<file path="src/rtl/fifo_parity_stage.sv">
module fifo_parity_stage #(
  parameter int DATA_W = 8
) (
  input  logic              clk,
  input  logic              rst_n,
  input  logic [1:0]        cfg_mode,
  input  logic              cfg_odd,
  input  logic              wr_en,
  input  logic [DATA_W:0]   wr_data,
  output logic              st_valid,
  output logic [DATA_W:0]   st_word,
  input  logic              rd_en,
  input  logic [DATA_W:0]   rd_word,
  output logic              rd_valid,
  output logic [DATA_W:0]   rd_data,
  output logic              rd_par,
  output logic              rd_good
);
  localparam int W = DATA_W + 1;
  localparam logic [1:0] M_GEN = 2'b01;
  localparam logic [1:0] M_CHK = 2'b10;

  logic          gen_bit, chk_bit;
  logic [W-1:0]  wr_next;
  logic [W-1:0]  rd_next;
  logic          par_next, good_next;

  assign gen_bit = (^wr_data[DATA_W-1:0]) ^ cfg_odd;
  assign chk_bit = ~((^wr_data) ^ cfg_odd);

  always_comb begin
    case (cfg_mode)
      M_GEN:   wr_next = {gen_bit, wr_data[DATA_W-1:0]};
      M_CHK:   wr_next = {chk_bit, wr_data[DATA_W-1:0]};
      default: wr_next = wr_data;
    endcase
  end

  always_comb begin
    rd_next   = rd_word;
    par_next  = 1'b0;
    good_next = 1'b1;
    case (cfg_mode)
      M_GEN: begin
        rd_next  = {1'b0, rd_word[DATA_W-1:0]};
        par_next = rd_word[DATA_W];
      end
      M_CHK: begin
        rd_next   = {1'b0, rd_word[DATA_W-1:0]};
        good_next = rd_word[DATA_W];
      end
      default: ;
    endcase
  end

  always_ff @(posedge clk or negedge rst_n) begin
    if (!rst_n) begin
      st_valid <= 1'b0;
      st_word  <= '0;
      rd_valid <= 1'b0;
      rd_data  <= '0;
      rd_par   <= 1'b0;
      rd_good  <= 1'b1;
    end else begin
      st_valid <= wr_en;
      if (wr_en) st_word <= wr_next;
      rd_valid <= rd_en;
      if (rd_en) begin
        rd_data <= rd_next;
        rd_par  <= par_next;
        rd_good <= good_next;
      end
    end
  end
endmodule

</file>
<file path="config.mk">
export PLATFORM = sky130hd
export DESIGN_NAME = fifo_parity_stage
export DESIGN_NICKNAME = d
export VERILOG_FILES = /design/src/rtl/fifo_parity_stage.sv
export SDC_FILE = /design/constraint.sdc
export NUM_CORES = 1
export LEC_CHECK = 0
export CORE_MARGIN = 2
export CORE_UTILIZATION = 39
export DETAILED_ROUTE_END_ITERATION = 16
export PLACE_DENSITY = 0.75
export SYNTH_ARGS = -nofsm -noshare
export SYNTH_HDL_FRONTEND = slang
export SYNTH_SLANG_ARGS = --single-unit
</file>
<file path="constraint.sdc">
create_clock -name clk -period 1.3 [get_ports clk]
set_input_delay 0.26 -clock clk [delete_from_list [all_inputs] [get_ports clk]]
set_output_delay 0.26 -clock clk [all_outputs]
set_load 0.02 [all_outputs]
</file>
==> results of run 1 <==
==> cell families (layout without fill, tap and decap cells) <==
group,after synthesis,in the layout,synth area share [%]
flip-flops,22,22,57.9
multiplexers,17,17,20.1
AO/OA/AOI/OAI,7,7,3.94
XOR/XNOR,7,7,9.45
buffers and inverters,7,62,2.76
AND/OR/NAND/NOR,6,6,3.28
adder cells (fa/ha/maj),2,2,2.62
==> metal layers <==
layer / wire length (um) / share of wire, % / track usage (%) / vias to the layer above
met5: 0 / 0 / 0 / -
met4: 31 / 1.5 / 8.97 / 0
met3: 86 / 4.2 / 3.11 / 4
met2: 1080 / 52 / 27.2 / 18
met1: 869 / 42 / 20.1 / 342
li1: - / - / - / 345
==> path summary, 6_finish.rpt <==
check	from	to	slack, ps	cells after the start
min	wr_data[2]	st_word[2]$_DFFE_PN0P_	220	2
min in group asynchronous	rst_n	rd_data[5]$_DFFE_PN0P_	280	2
max	st_word[3]$_DFFE_PN0P_	st_word[3]	40	1
max reg2reg	st_word[8]$_DFFE_PN0P_	st_word[8]$_DFFE_PN0P_	330	3
max in group asynchronous	rst_n	rd_good$_DFFE_PN1P_	810	2
min reg2reg	rd_good$_DFFE_PN1P_	rd_good$_DFFE_PN1P_	500	2
==> sequential cells by signal (all words and copies together) (netlist names) <==
register,flops
rd_valid,1
st_word,9
rd_good,1
st_valid,1
rd_par,1
rd_data,9
==> worst reg2reg max path, cell delays in order (launching register included) <==
cell	delay [ps]
dfrtp_1	390
nor2_1	120
a31oi_1	60
mux2_1	290
==> per-stage QoR <==
stage	hold slack (ps)	utilization (%)	power, mW	setup TNS, ps	area [um2]
after global placement	474	67.7	1.35	-1760	1530
final	224	67.8	1.68	0	1530
after detailed placement	483	67.7	1.36	-2000	1530
after CTS	217	69.1	1.70	0	1560
after floorplan	-35.6	-	1.06	-77.8	961
after global routing	213	67.8	1.75	0	1530
==> synth_stat cells (all sizes together) <==
library cell / count
o21ai: 3
clkbuf: 2
dfstp: 1
xnor3: 1
nor2: 2
nor3b: 1
a31oi: 2
mux2: 17
a21oi: 2
xor2: 1
dfrtp: 21
nand2b: 1
ha: 2
nand3: 2
inv: 5
xnor2: 5
==> final cells by class <==
class | count | area share (%)
repair buffers | 53 | 31.1
clock buffers | 4 | 2.38
multi-input cells | 39 | 26.9
flip-flops and latches | 22 | 36.1
well taps | 28 | 2.29
inverters | 5 | 1.23
==> where the power goes <==
| group | switching (mW) | internal (mW) | total, mW |
|---|---|---|---|
| Clock | 0.217 | 0.171 | 0.388 |
| Combinational | 0.232 | 0.264 | 0.496 |
| Sequential | 0.0357 | 0.759 | 0.795 |
==> what timing repair did <==
item | in CTS | in global routing
hold buffers | 0 | 0
endpoints found under the setup margin | 23 | 18
cloned | 0 | 0
gates resized for setup | 61 | 20
setup buffers | 0 | 0
pin swaps | 5 | 3
==> results.cfg, run 1 <==
[pwr]
power_density_mw_per_mm2 = 1100
leakage_nw = 0.696
ir_worst_vdd_mv = 0.779

[placed_design]
portBuffers = 46
hpwl_um = 1640
dpl_worst_slack_ps = -640
gp_congestion = 0.705
dp_cells = 147

[sta]
hold_viol_final = 0
setup_ws_ps = 38.5
finalCritPeriodShare_pct = 97.0
final.min_clock_period_ps = 1260
tightest_slew_ps = 202
maxSlewHeadroom_pct = 86.4
slew_viol_final = 0
clock.fmax_mhz = 793
skew_ps = 0
setup_viol_count_final = 0
rsz0062_at_grt = false

[synth]
yosys.area.top_type_share_pct = 55.1
yosysTopAreaCell = dfrtp_1
ys_warn_count = 0
synth_area_um2 = 953
synthTopCellsByArea = dfrtp_1 55%, mux2_2 19%, xnor2_2 3.4%
syn_avg_cell_area_um2 = 14.0
seq_area_frac_synth_pct = 57.9
synthesis.nets = 95
syn_inst = 68
ys_ff_latch = 22
netlist-cell-type-count = 18

[layout]
antenna_cells = 0
multi_input_area_um2 = 410
seq_area_um2 = 552
syn_to_final_growth_pct = 60.2
mostFrequentLayoutCells = 21 x dfrtp_1, 16 x mux2_2, 14 x clkdlybuf4s50_1, 14 x clkdlybuf4s15_1, 9 x clkbuf_2
drive_above_1_share_pct = 39.0
final_cells = 151
n_fill_cell = 197
layout_commonest_cell = dfrtp_1
nets = 151

[die]
initial_core_util_pct = 42.3
core.rowCount = 17
fp.dieH_um = 53.4
core_mm2 = 0.00225
die-area_mm2 = 0.00286
num_io_pins = 47
die_w_um = 53.4

[clock_network]
cts_buffers = 3
clk_pin_slew_worst_paths_ps = 130
root_buffer = clkbuf_4
cts.sinks = 22
clock_path_buffers = 2
cts_tree = yes
htree_levels = 1
clk_latency_ps = 310

[status]
status = complete, no violations

[route]
drt_iter0_markers = 5
postRouteAntennaNets = 0
vias = 709
drc = 0
wl_um = 2060
vias_per_cell = 4.70
first_pass_iters = 3
wl_per_cell_um = 13.7

[grt]
grt_max_degree = 23
antenna_found_initial = 0
overflow = 0
grt.total_usage_pct = 16.5
grt_pass1_wl_um = 3280
grt_pass1_vias = 734

[flow_run]
drv_cap = 0

[setup_path]
end_kind = primary output
path_class = register to primary output
crit_slowest_cell = dfrtp_1
worst-path-buf-inv = 1
worstPathMaxFanout = 2
crit_arrival_ps = 1000
worstPathCellList = clkdlybuf4s15_1
required_ps = 1040
slowest_delay_ps = 400
crit_family = flip-flops
start_kind = register

[hold_path]
hp-class = primary input to register
No activity file was read; power rests on OpenSTA's default activity.
==> inputs of run 2 (changes only) <==
--- a/config.mk
+++ b/config.mk
@@ -5,6 +5,7 @@
 export SDC_FILE = /design/constraint.sdc
 export NUM_CORES = 1
 export LEC_CHECK = 0
+export CAP_MARGIN = 15
 export CORE_MARGIN = 2
 export CORE_UTILIZATION = 39
 export DETAILED_ROUTE_END_ITERATION = 16
==> results of run 2 <==
Final layout, timing and power as in run 1 (identical DEF).
